`src/rtl/vsc_pkg.sv`:
```
package vsc_pkg;
  parameter int IREG_W  = 4;
  parameter int VREG_W  = 5;
  parameter int PREG_W  = 7;
  parameter int ALIGN_W = 3;
  parameter int OFS_W   = 6;
  parameter int SPAN_W  = 5;
  parameter int STEP_W  = 3;

  typedef enum logic [2:0] {
    K_NONE  = 3'd0,
    K_LOAD  = 3'd1,
    K_STORE = 3'd2,
    K_ADDR  = 3'd3,
    K_ADDI  = 3'd4,
    K_ILV   = 3'd5,
    K_DILV  = 3'd6
  } uopKind_e;

  typedef struct packed {
    logic load;
    logic step;
  } strobes_t;

  typedef struct packed {
    uopKind_e            kind;
    logic [PREG_W-1:0]   regA;
    logic [PREG_W-1:0]   regB;
    logic [IREG_W-1:0]   regC;
    logic [OFS_W-1:0]    offset;
    logic [SPAN_W-1:0]   span;
    logic [ALIGN_W-1:0]  align;
    logic [1:0]          size;
    logic [2:0]          stride;
    logic                delayed;
    logic                last;
  } uop_t;
endpackage

```
`src/rtl/vsc_ctrl.sv`:
```
module vsc_ctrl
  import vsc_pkg::*;
#(
  parameter int IDX_NONE = 15
) (
  input  logic              clk,
  input  logic              rstN,
  input  logic              reqValid,
  input  logic [2:0]        elemCnt,
  input  logic [2:0]        regCnt,
  input  logic [IREG_W-1:0] indexReg,
  input  logic              uopReady,
  output logic              reqReady,
  output logic              busy,
  output logic              uopValid,
  output logic              reqError,
  output logic [STEP_W-1:0] remaining,
  output strobes_t          strb
);
  logic              legal, accept;
  logic [STEP_W-1:0] memCnt, wbCnt, mixCnt, total;

  always_comb begin
    case (elemCnt)
      3'd1:    legal = (regCnt >= 3'd1) && (regCnt <= 3'd4);
      3'd2:    legal = (regCnt == 3'd2) || (regCnt == 3'd4);
      3'd3:    legal = (regCnt == 3'd3);
      3'd4:    legal = (regCnt == 3'd4);
      default: legal = 1'b0;
    endcase
  end

  assign memCnt = (regCnt > 3'd2) ? STEP_W'(2) : STEP_W'(1);
  assign wbCnt  = (indexReg != IREG_W'(IDX_NONE)) ? STEP_W'(1) : STEP_W'(0);
  assign mixCnt = (elemCnt > 3'd1) ? STEP_W'(regCnt / elemCnt) : STEP_W'(0);
  assign total  = memCnt + wbCnt + mixCnt;

  assign reqReady  = !busy;
  assign uopValid  = busy;
  assign accept    = reqValid && reqReady;
  assign strb.load = accept && legal;
  assign strb.step = uopValid && uopReady;

  always_ff @(posedge clk) begin
    if (!rstN) begin
      busy      <= 1'b0;
      remaining <= '0;
      reqError  <= 1'b0;
    end else begin
      reqError <= accept && !legal;
      if (strb.load) begin
        busy      <= 1'b1;
        remaining <= total;
      end else if (strb.step) begin
        remaining <= remaining - STEP_W'(1);
        if (remaining == STEP_W'(1)) busy <= 1'b0;
      end
    end
  end

  AST_ERROR_SILENT: assert property (@(posedge clk) disable iff (!rstN)
    reqError |-> !busy);
  AST_COUNT_LIVE: assert property (@(posedge clk) disable iff (!rstN)
    busy |-> (remaining != '0));
endmodule

```
`src/rtl/vsc_dpath.sv`:
```
module vsc_dpath
  import vsc_pkg::*;
#(
  parameter int                 TEMP_BASE = 64,
  parameter logic [ALIGN_W-1:0] ALIGN_OFF = '1,
  parameter int                 IDX_NONE  = 15,
  parameter int                 IDX_IMM   = 13
) (
  input  logic               clk,
  input  logic               rstN,
  input  strobes_t           strb,
  input  logic               isStore,
  input  logic [2:0]         elemCnt,
  input  logic [2:0]         regCnt,
  input  logic [1:0]         sizeCode,
  input  logic [ALIGN_W-1:0] alignCode,
  input  logic [IREG_W-1:0]  baseReg,
  input  logic [IREG_W-1:0]  indexReg,
  input  logic [VREG_W-1:0]  firstReg,
  input  logic [1:0]         regStride,
  output uop_t               uop
);
  logic               rStore;
  logic [2:0]         rElem, rRegs;
  logic [1:0]         rSize, rStride;
  logic [ALIGN_W-1:0] rAlign;
  logic [IREG_W-1:0]  rBase, rIndex;
  logic [VREG_W-1:0]  rFirst;
  logic [STEP_W-1:0]  step;

  always_ff @(posedge clk) begin
    if (!rstN) begin
      rStore <= 1'b0; rElem <= '0; rRegs <= '0; rSize <= '0; rStride <= '0;
      rAlign <= '0; rBase <= '0; rIndex <= '0; rFirst <= '0; step <= '0;
    end else if (strb.load) begin
      rStore <= isStore; rElem <= elemCnt; rRegs <= regCnt; rSize <= sizeCode;
      rStride <= regStride; rAlign <= alignCode; rBase <= baseReg;
      rIndex <= indexReg; rFirst <= firstReg; step <= '0;
    end else if (strb.step) begin
      step <= step + STEP_W'(1);
    end
  end

  // sequence layout: segment sizes and start positions
  logic [STEP_W-1:0] nMem, nWb, nMix, memLo, wbLo, mixLo, seqLen;
  logic              inMem, inWb, memSel, mixSel, lastStep;
  logic [PREG_W-1:0] rMid, vecBase, baseExt;

  assign nMem = (rRegs > 3'd2) ? STEP_W'(2) : STEP_W'(1);
  assign nWb  = (rIndex != IREG_W'(IDX_NONE)) ? STEP_W'(1) : STEP_W'(0);
  always_comb begin
    if (rElem <= 3'd1)                        nMix = STEP_W'(0);
    else if (rElem == 3'd2 && rRegs == 3'd4)  nMix = STEP_W'(2);
    else                                      nMix = STEP_W'(1);
  end
  assign memLo  = rStore ? nMix : STEP_W'(0);
  assign wbLo   = memLo + nMem;
  assign mixLo  = rStore ? STEP_W'(0) : (nMem + nWb);
  assign seqLen = nMem + nWb + nMix;

  assign inMem    = (step >= memLo) && (step < memLo + nMem);
  assign inWb     = (nWb != '0) && (step == wbLo);
  assign memSel   = (step - memLo) == STEP_W'(1);
  assign mixSel   = (step - mixLo) == STEP_W'(1);
  assign lastStep = (step == seqLen - STEP_W'(1));

  assign vecBase = PREG_W'({rFirst, 1'b0});
  assign rMid    = (rElem > 3'd1) ? PREG_W'(TEMP_BASE) : vecBase;
  assign baseExt = PREG_W'(rBase);

  logic [PREG_W-1:0] tmpReg, vecReg;
  assign tmpReg = PREG_W'(TEMP_BASE) + (mixSel ? PREG_W'(4) : PREG_W'(0));
  assign vecReg = vecBase + (mixSel ? PREG_W'(2) : PREG_W'(0));

  always_comb begin
    uop         = '0;
    uop.size    = rSize;
    uop.delayed = !lastStep;
    uop.last    = lastStep;
    if (inMem) begin
      uop.kind   = rStore ? K_STORE : K_LOAD;
      uop.regA   = rMid + (memSel ? PREG_W'(4) : PREG_W'(0));
      uop.regB   = baseExt;
      uop.offset = memSel ? OFS_W'(16) : OFS_W'(0);
      if (memSel) uop.span = (rRegs == 3'd4) ? SPAN_W'(16) : SPAN_W'(8);
      else        uop.span = (rRegs >= 3'd2) ? SPAN_W'(16) : SPAN_W'(8);
      uop.align  = memSel ? ALIGN_OFF : rAlign;
    end else if (inWb) begin
      uop.regA = baseExt;
      uop.regB = baseExt;
      if (rIndex == IREG_W'(IDX_IMM)) begin
        uop.kind   = K_ADDI;
        uop.offset = OFS_W'({rRegs, 3'b000});
      end else begin
        uop.kind = K_ADDR;
        uop.regC = rIndex;
      end
    end else begin
      uop.kind   = rStore ? K_ILV : K_DILV;
      uop.regA   = rStore ? tmpReg : vecReg;
      uop.regB   = rStore ? vecReg : tmpReg;
      uop.span   = (rElem == 3'd4) ? SPAN_W'(8) :
                   (rElem == 3'd3) ? SPAN_W'(6) : SPAN_W'(4);
      uop.stride = {rStride, 1'b0};
    end
  end

  AST_HOLD_STABLE: assert property (@(posedge clk) disable iff (!rstN)
    (!strb.step && !strb.load) |=> $stable(uop));
  AST_SECOND_NO_ALIGN: assert property (@(posedge clk) disable iff (!rstN)
    ((uop.kind == K_LOAD || uop.kind == K_STORE) && uop.offset != '0)
      |-> (uop.align == ALIGN_OFF));
endmodule

```
`src/rtl/vstruct_cracker.sv`:
```
module vstruct_cracker
  import vsc_pkg::*;
(
  input  logic               clk,
  input  logic               rstN,
  input  logic               reqValid,
  output logic               reqReady,
  input  logic               reqStore,
  input  logic [2:0]         reqElems,
  input  logic [2:0]         reqRegs,
  input  logic [1:0]         reqSize,
  input  logic [ALIGN_W-1:0] reqAlign,
  input  logic [IREG_W-1:0]  reqBase,
  input  logic [IREG_W-1:0]  reqIndex,
  input  logic [VREG_W-1:0]  reqFirst,
  input  logic [1:0]         reqStride,
  output logic               busy,
  output logic               reqError,
  output logic               uopValid,
  input  logic               uopReady,
  output logic [2:0]         uopKind,
  output logic [PREG_W-1:0]  uopRegA,
  output logic [PREG_W-1:0]  uopRegB,
  output logic [IREG_W-1:0]  uopRegC,
  output logic [OFS_W-1:0]   uopOffset,
  output logic [SPAN_W-1:0]  uopSpan,
  output logic [ALIGN_W-1:0] uopAlign,
  output logic [1:0]         uopSize,
  output logic [2:0]         uopStride,
  output logic               uopDelayed,
  output logic               uopLast
);
  strobes_t          strb;
  uop_t              uop;
  logic [STEP_W-1:0] remaining;

  vsc_ctrl u_ctrl (
    .clk, .rstN, .reqValid, .elemCnt(reqElems), .regCnt(reqRegs),
    .indexReg(reqIndex), .uopReady, .reqReady, .busy, .uopValid,
    .reqError, .remaining, .strb
  );

  vsc_dpath u_dpath (
    .clk, .rstN, .strb, .isStore(reqStore), .elemCnt(reqElems),
    .regCnt(reqRegs), .sizeCode(reqSize), .alignCode(reqAlign),
    .baseReg(reqBase), .indexReg(reqIndex), .firstReg(reqFirst),
    .regStride(reqStride), .uop
  );

  assign uopKind    = uop.kind;
  assign uopRegA    = uop.regA;
  assign uopRegB    = uop.regB;
  assign uopRegC    = uop.regC;
  assign uopOffset  = uop.offset;
  assign uopSpan    = uop.span;
  assign uopAlign   = uop.align;
  assign uopSize    = uop.size;
  assign uopStride  = uop.stride;
  assign uopDelayed = uop.delayed;
  assign uopLast    = uop.last;

  AST_LAST_AT_COUNT: assert property (@(posedge clk) disable iff (!rstN)
    uopValid |-> (uopLast == (remaining == STEP_W'(1))));
  AST_BUSY_TO_LAST: assert property (@(posedge clk) disable iff (!rstN)
    (uopValid && uopReady && !uopLast) |=> busy);
endmodule

```
`config.mk`:
```
export PLATFORM = sky130hd
export DESIGN_NAME = vstruct_cracker
export DESIGN_NICKNAME = d
export VERILOG_FILES = /design/src/rtl/vsc_pkg.sv /design/src/rtl/vsc_ctrl.sv /design/src/rtl/vsc_dpath.sv /design/src/rtl/vstruct_cracker.sv
export SDC_FILE = /design/constraint.sdc
export NUM_CORES = 1
export LEC_CHECK = 0
export CAP_MARGIN = 20
export CORE_ASPECT_RATIO = 1.2
export CORE_MARGIN = 4
export CORE_UTILIZATION = 49
export CTS_CLUSTER_DIAMETER = 50
export DETAILED_ROUTE_END_ITERATION = 10
export PLACE_DENSITY = 0.83
export SLEW_MARGIN = 40
export SYNTH_ARGS = -nofsm -noshare
export SYNTH_HDL_FRONTEND = slang
export SYNTH_HIERARCHICAL = 1
export SYNTH_SLANG_ARGS = --single-unit
```
`constraint.sdc`:
```
create_clock -name clk -period 4.4 [get_ports clk]
set_input_delay 0.44 -clock clk [delete_from_list [all_inputs] [get_ports clk]]
set_output_delay 0.44 -clock clk [all_outputs]
set_load 0.02 [all_outputs]
```
==> reports/results.ini, run 1 <==
[run_status]
status=complete, no violations

[sta]
setup_viol=0
max_freq_mhz=235
clock_skew_ps=5.83
period_minus_slack_ps=4250
finalCritPeriodShare=0.967
hold_viol=0
grt_setup_unrepaired=yes
slew-limit-headroom=0.653
fin_ws_ps=146
slew_violations=0
worst_pin_slew_ps=520

[clock_network]
postCtsSetupRepairBufs=0
ctsHoldBuffers=0
cts_max_level=2
cts_num_sinks=35
cts_buffers=5
cts_buffer_depth=2
cts_tree=built
insertion_delay_ps=290
path_clk_slew_ps=70
root_buffer=clkbuf_8

[yosys]
synth.distinct_cells=54
synth_common_cells=dfxtp_1, mux2i_1, nor2b_1
synth_top_area_share=0.241
syn_area_um2=2900
async_reset_ff_frac=0
synthFlopType=dfxtp_1
synth_edf_count=0
synth.most_common_cell=dfxtp_1
synthTopCellsByArea=dfxtp_1, mux2i_1, ha_1
ys_seq_area_frac=0.241
syn_avg_cell_area_um2=8.61
ys_seq_elements=35
syn_inst=337
synth_top_cell_by_area=dfxtp_1
yosys_warnings=6

[power]
max-vdd-ir-drop_uv=190
power_leakage_nw=1.74
power_uw=802
power_density_nw_per_um2=209

[global_route]
grt_pass1_wl_um=12700
grt_pass1_vias=2656
track_usage=0.217
grt_max_degree=37
grt_overflow=0
antenna_found_initial=0

[setup_path]
start_kind=flip-flop
arrival_ps=3810
crit_path_end_kind=output port
cp.required_ps=3960
crit_type=reg -> out
path_max_fanout=4

[min_path]
hold_path.class=reg -> reg

[drt]
drt-initial-drc-count=140
routed_wl_um=7510
routed.top_layer=met4
drc=0
wl_per_cell_um=15.3
dr.pass1.iters=4
viasPerCell=5.31
vias=2608
dr_wl_met2_um=3720
wl_met1_um=3160
dr_wl_met3_um=387
postRouteAntennaNets=0

[place]
place.port_buffers=71
place_hpwl_um=5840
pre_cts_slack_ps=291
postPlaceCellArea_um2=3680
gp_congestion=0.887

[layout]
syn_to_final_growth_pct=32.3
design_area_um2=3840
finalCoreUtilization=0.673
layout-drive-gt1-share=0.0998
final_nets=471
antenna_cells=0

[floorplan]
design.core.area_um2=5710
die_x_um=78.3
start_util=0.509
num_rows=30
top_level_ports=77
die-area_um2=7220
die_y_um=92.3

[flow_run]
cap_violations=0

-- layout make-up --
type                       count  area [um2]
fill                         469        1860
sequential                    35         701
clock buffer                   8         100
tap                           80         100
multi-input combinational    263        2040
timing repair buffer          81         808
inverter                      24        90.1
-- path summary, 6_finish.rpt --
| path | startpoint | slack (ps) | cells after the start | endpoint |
|---|---|---|---|---|
| hold / removal | u_dpath/rAlign[2] | 520 | 2 | u_dpath/rAlign[2] |
| hold reg to reg | u_dpath/rAlign[2] | 520 | 2 | u_dpath/rAlign[2] |
| setup / recovery | u_dpath/rIndex[1] | 150 | 15 | uopRegB[3] |
| setup reg to reg | u_ctrl/busy | 2690 | 6 | u_dpath/rFirst[3] |
-- state kept, by name (all words and copies together), names as in the netlist, 3 cells and up --
register,cells
u_ctrl/remaining,3
u_dpath/rRegs,3
u_dpath/rElem,3
u_dpath/rBase,4
u_dpath/rIndex,4
u_dpath/step,3
u_dpath/rAlign,3
u_dpath/rFirst,5
-- repair_timing --
| action | 4_1_cts | 5_1_grt |
|---|---|---|
| gates cloned | 0 | 0 |
| pin swaps | 0 | 1 |
| setup endpoints to repair | 2 | 30 |
| gates resized for setup | 3 | 20 |
-- cell usage in the layout (no fill, tap or decap), types with 7 or more instances in the layout --
cell type / instances
clkdlybuf4s50_1: 56
nor2b_1: 29
nor2_1: 24
a21oi_1: 10
ha_1: 25
buf_4: 10
and3_1: 13
nand2_1: 18
inv_1: 24
xnor2_1: 14
dfxtp_1: 35
mux2i_1: 34
dlymetal6s2s_1: 12
clkbuf_8: 7
-- per-layer routing --
layer | global-route usage | vias to the layer above
met2 | 0.379 | 84
met3 | 0.0302 | 21
met5 | 0 | -
met4 | 0.0904 | 0
met1 | 0.265 | 1222
li1 | - | 1281
-- kinds of logic (layout without fill, tap and decap cells) --
family,after synthesis,count (layout),synth area share
buffers and inverters,43,113,0.0716
flip-flops,35,35,0.241
adder cells (fa/ha/maj),30,30,0.142
multiplexers,38,38,0.134
AND/OR/NAND/NOR,129,129,0.247
AO/OA/AOI/OAI,40,40,0.0991
XOR/XNOR,21,21,0.0634
other,1,5,0.00129
-- worst max-delay path: stages, from the launching register on --
cell	delay, ps
dfxtp_1	380
nand4_1	170
ha_1	330
inv_1	70
nor2_1	40
ha_1	190
fa_1	410
xnor2_1	240
xnor2_1	120
nor3b_2	210
ha_1	210
nand2_1	90
xor2_2	190
nor2_1	60
mux2_2	260
clkdlybuf4s50_1	550
-- power by group --
group          total, mW  internal [mW]  leakage (nW)  switching (mW)
Clock              0.258          0.143        0.0515           0.116
Combinational      0.209          0.104          1.40           0.105
Sequential         0.335          0.326         0.283         0.00857
Total              0.802          0.573          1.74           0.229
-- stage by stage --
stage          instances  TNS, ps  hold slack, ps
2_1_floorplan        341        0             474
3_3_place_gp         483        0             490
3_5_place_dp         483        0             505
4_1_cts              491        0             525
5_1_grt              491    -87.7             551
6_report             491        0             520
Note: power is estimated with default switching activity, not from simulation.
==> run 2, diff against run 1 <==
--- a/config.mk
+++ b/config.mk
@@ -8,10 +8,11 @@
 export CAP_MARGIN = 20
 export CORE_ASPECT_RATIO = 1.2
 export CORE_MARGIN = 4
-export CORE_UTILIZATION = 49
+export CORE_UTILIZATION = 51
+export CTS_BUF_LIST = sky130_fd_sc_hd__clkbuf_8
 export CTS_CLUSTER_DIAMETER = 50
 export DETAILED_ROUTE_END_ITERATION = 10
-export PLACE_DENSITY = 0.83
+export PLACE_DENSITY = 0.85
 export SLEW_MARGIN = 40
 export SYNTH_ARGS = -nofsm -noshare
 export SYNTH_HDL_FRONTEND = slang
==> run 2 against run 1 <==
Routed wire length increased by 0.96%. Global-route usage increased by 0.10 points. Critical path depth decreased by 1. Clock skew decreased by 1.0 ps. Die area decreased by 3.6%. Clock power increased by 35%. Via count increased by 0.73%. Critical endpoint is now uopRegB[2]. Largest cell class unchanged. Highest routed layer unchanged.
==> reports/results.ini, run 2 (synthesized netlist as in run 1, its figures left out) <==
[drt]
dr.pass1.iters=4  ; unchanged
drc=0  ; unchanged
drt-initial-drc-count=206  ; was 140
routed_wl_um=7580  ; was 7510 um
wl_per_cell_um=16.1  ; was 15.3 um
viasPerCell=5.57  ; was 5.31
postRouteAntennaNets=0  ; unchanged
vias=2627  ; was 2608

[sta]
slew-limit-headroom=0.646  ; was 0.653
period_minus_slack_ps=4240  ; was 4250 ps
finalCritPeriodShare=0.964  ; was 0.967
fin_ws_ps=159  ; was 146 ps
setup_viol=0  ; unchanged
clock_skew_ps=4.81  ; was 5.83 ps
worst_pin_slew_ps=531  ; was 520 ps
hold_viol=0  ; unchanged
hold_ws_ps=523  ; was 520 ps
tns_ps=0  ; unchanged
grt_setup_unrepaired=yes  ; unchanged
slew_violations=0  ; unchanged
max_freq_mhz=236  ; was 235 MHz

[floorplan]
num_rows=29  ; was 30
start_util=0.537  ; was 0.509
die-area_um2=6970  ; was 7220 um2
design.core.area_um2=5410  ; was 5710 um2
die_y_um=90.6  ; was 92.3 um
top_level_ports=77  ; unchanged
die_x_um=76.9  ; was 78.3 um

[global_route]
antenna_found_initial=0  ; unchanged
grtUsageMet2=0.360  ; was 0.379
grt_use_met1=0.277  ; was 0.265
grt_overflow=0  ; unchanged
grt_pass1_wl_um=12400  ; was 12700 um
top_usage_layer=met2  ; unchanged
grt_pass1_vias=2559  ; was 2656
track_usage=0.218  ; was 0.217
groute.layer.met3.usage=0.0399  ; was 0.0302
grt_max_degree=37  ; unchanged

[clock_network]
cts_num_sinks=35  ; unchanged
ctsHoldBuffers=0  ; unchanged
cts_tree=built  ; unchanged
cts_max_level=2  ; unchanged
cts_buffers=5  ; unchanged
cts_buffer_depth=2  ; unchanged
postCtsSetupRepairBufs=0  ; unchanged
path_clk_slew_ps=70  ; about the same
insertion_delay_ps=290  ; about the same
post_cts_resized=2  ; was 3
root_buffer=clkbuf_8  ; unchanged

[setup_path]
rr_worst_depth=6  ; unchanged
cp_cell_sequence=nand4_1 -> ha_1 -> inv_1 -> nor2_1 -> ha_1 -> fa_1 -> xnor2_2 -> xnor2_1 -> nor3b_2 -> ha_1 -> xnor2_1 -> o221ai_1 -> mux2_2 -> clkdlybuf4s50_1  ; was nand4_1 -> ha_1 -> inv_1 -> nor2_1 -> ha_1 -> fa_1 -> xnor2_1 -> xnor2_1 -> nor3b_2 -> ha_1 -> nand2_1 -> xor2_2 -> nor2_1 -> mux2_2 -> clkdlybuf4s50_1
crit_cells=14  ; was 15
crit_top_cell=ha_1  ; unchanged
cp.required_ps=3960  ; about the same
crit_path_end_kind=output port  ; unchanged
cpPeakStageDelay_ps=540  ; was 550 ps
cp_num_buf_inv=2  ; unchanged
crit_family=adder cells  ; unchanged
critPathSlowestCell=clkdlybuf4s50_1  ; unchanged
start_kind=flip-flop  ; unchanged
regToRegSetupSlack_ps=2760  ; was 2690 ps
arrival_ps=3800  ; was 3810 ps
path_max_fanout=4  ; unchanged
crit_type=reg -> out  ; unchanged

[power]
max-vdd-ir-drop_uv=186  ; was 190 uV
power_leakage_nw=1.65  ; was 1.74 nW
power_density_nw_per_um2=233  ; was 209 nW/um2
power_uw=891  ; was 802 uW

[layout]
layout-drive-gt1-share=0.0927  ; was 0.0998
final_nets=470  ; was 471
syn_to_final_growth_pct=31.9  ; was 32.3%
regMostFlops=u_dpath/rFirst  ; unchanged
finalCoreUtilization=0.708  ; was 0.673
final_common_cell=clkdlybuf4s50_1  ; unchanged
fill_cells=423  ; was 469
antenna_cells=0  ; unchanged
mostFrequentLayoutCells=clkdlybuf4s50_1, dfxtp_1, mux2i_1  ; unchanged
top_regs=u_dpath/rFirst x5, u_dpath/rBase x4, u_dpath/rIndex x4  ; unchanged
largest_reg_flops=5  ; unchanged

[place]
place_hpwl_um=5870  ; was 5840 um
place.port_buffers=71  ; unchanged
pre_cts_slack_ps=255  ; was 291 ps
gp_congestion=0.914  ; was 0.887

[min_path]
min_path_cells=2  ; unchanged
hold_path.class=reg -> reg  ; unchanged

[run_status]
status=complete, no violations  ; unchanged

[flow_run]
cap_violations=0  ; unchanged

-- run 2: cell count changes in the layout (fill, tap and decap cells not counted), moves of 2 or more --
cell / change
clkdlybuf4s50_1: +6
dlymetal6s2s_1: -5
bufinv_16: +2
clkbuf_8: -2
-- run 2: tightest hold or removal path, delay by kind of cell, from the launching register on --
family           cells  cell delay, ps
flip-flops           1             330
multiplexers         1              60
AND/OR/NAND/NOR      1             100
-- run 2: final timing paths --
kind | start | to
worst max-delay path | u_dpath/rIndex[2] | uopRegB[2]
worst min-delay path | u_dpath/rStride[0] | u_dpath/rStride[0]
worst max register to register | u_ctrl/busy | u_dpath/rIndex[0]
worst min register to register | u_dpath/rStride[0] | u_dpath/rStride[0]
-- run 2: layer usage --
metal	wire, um	vias up
met5	0	-
met3	424	21
li1	-	1285
met4	197	0
met1	3280	1233
met2	3680	88
-- run 2: through the flow --
stage,instance area [um2],std cells
finish,3830,472
detailed placement,3650,464
global placement,3660,464
floorplan,2920,341
global route,3830,472
CTS,3790,472
-- run 2: final cells by class --
type | count | area [um2] | area share
clock buffers | 5 | 68.8 | 0.0180
clock inverters | 3 | 67.6 | 0.0177
inverters | 24 | 90.1 | 0.0235
multi-input cells | 263 | 2030 | 0.531
flip-flops and latches | 35 | 701 | 0.183
well taps | 62 | 77.6 | 0.0203
repair buffers | 80 | 790 | 0.206
-- run 2: where the power goes --
group          leakage, nW  internal [mW]  switching [mW]
Clock               0.0644          0.226           0.122
Combinational         1.30          0.103           0.105
Sequential           0.283          0.326         0.00855
Total                 1.65          0.656           0.236
==> run 3, diff against run 2 <==
--- a/config.mk
+++ b/config.mk
@@ -8,11 +8,10 @@
 export CAP_MARGIN = 20
 export CORE_ASPECT_RATIO = 1.2
 export CORE_MARGIN = 4
-export CORE_UTILIZATION = 51
-export CTS_BUF_LIST = sky130_fd_sc_hd__clkbuf_8
+export CORE_UTILIZATION = 49
 export CTS_CLUSTER_DIAMETER = 50
 export DETAILED_ROUTE_END_ITERATION = 10
-export PLACE_DENSITY = 0.85
+export PLACE_DENSITY = 0.83
 export SLEW_MARGIN = 40
 export SYNTH_ARGS = -nofsm -noshare
 export SYNTH_HDL_FRONTEND = slang
==> results of run 3 <==
Same layout as run 1: the final DEF is identical, and so are final timing and power.
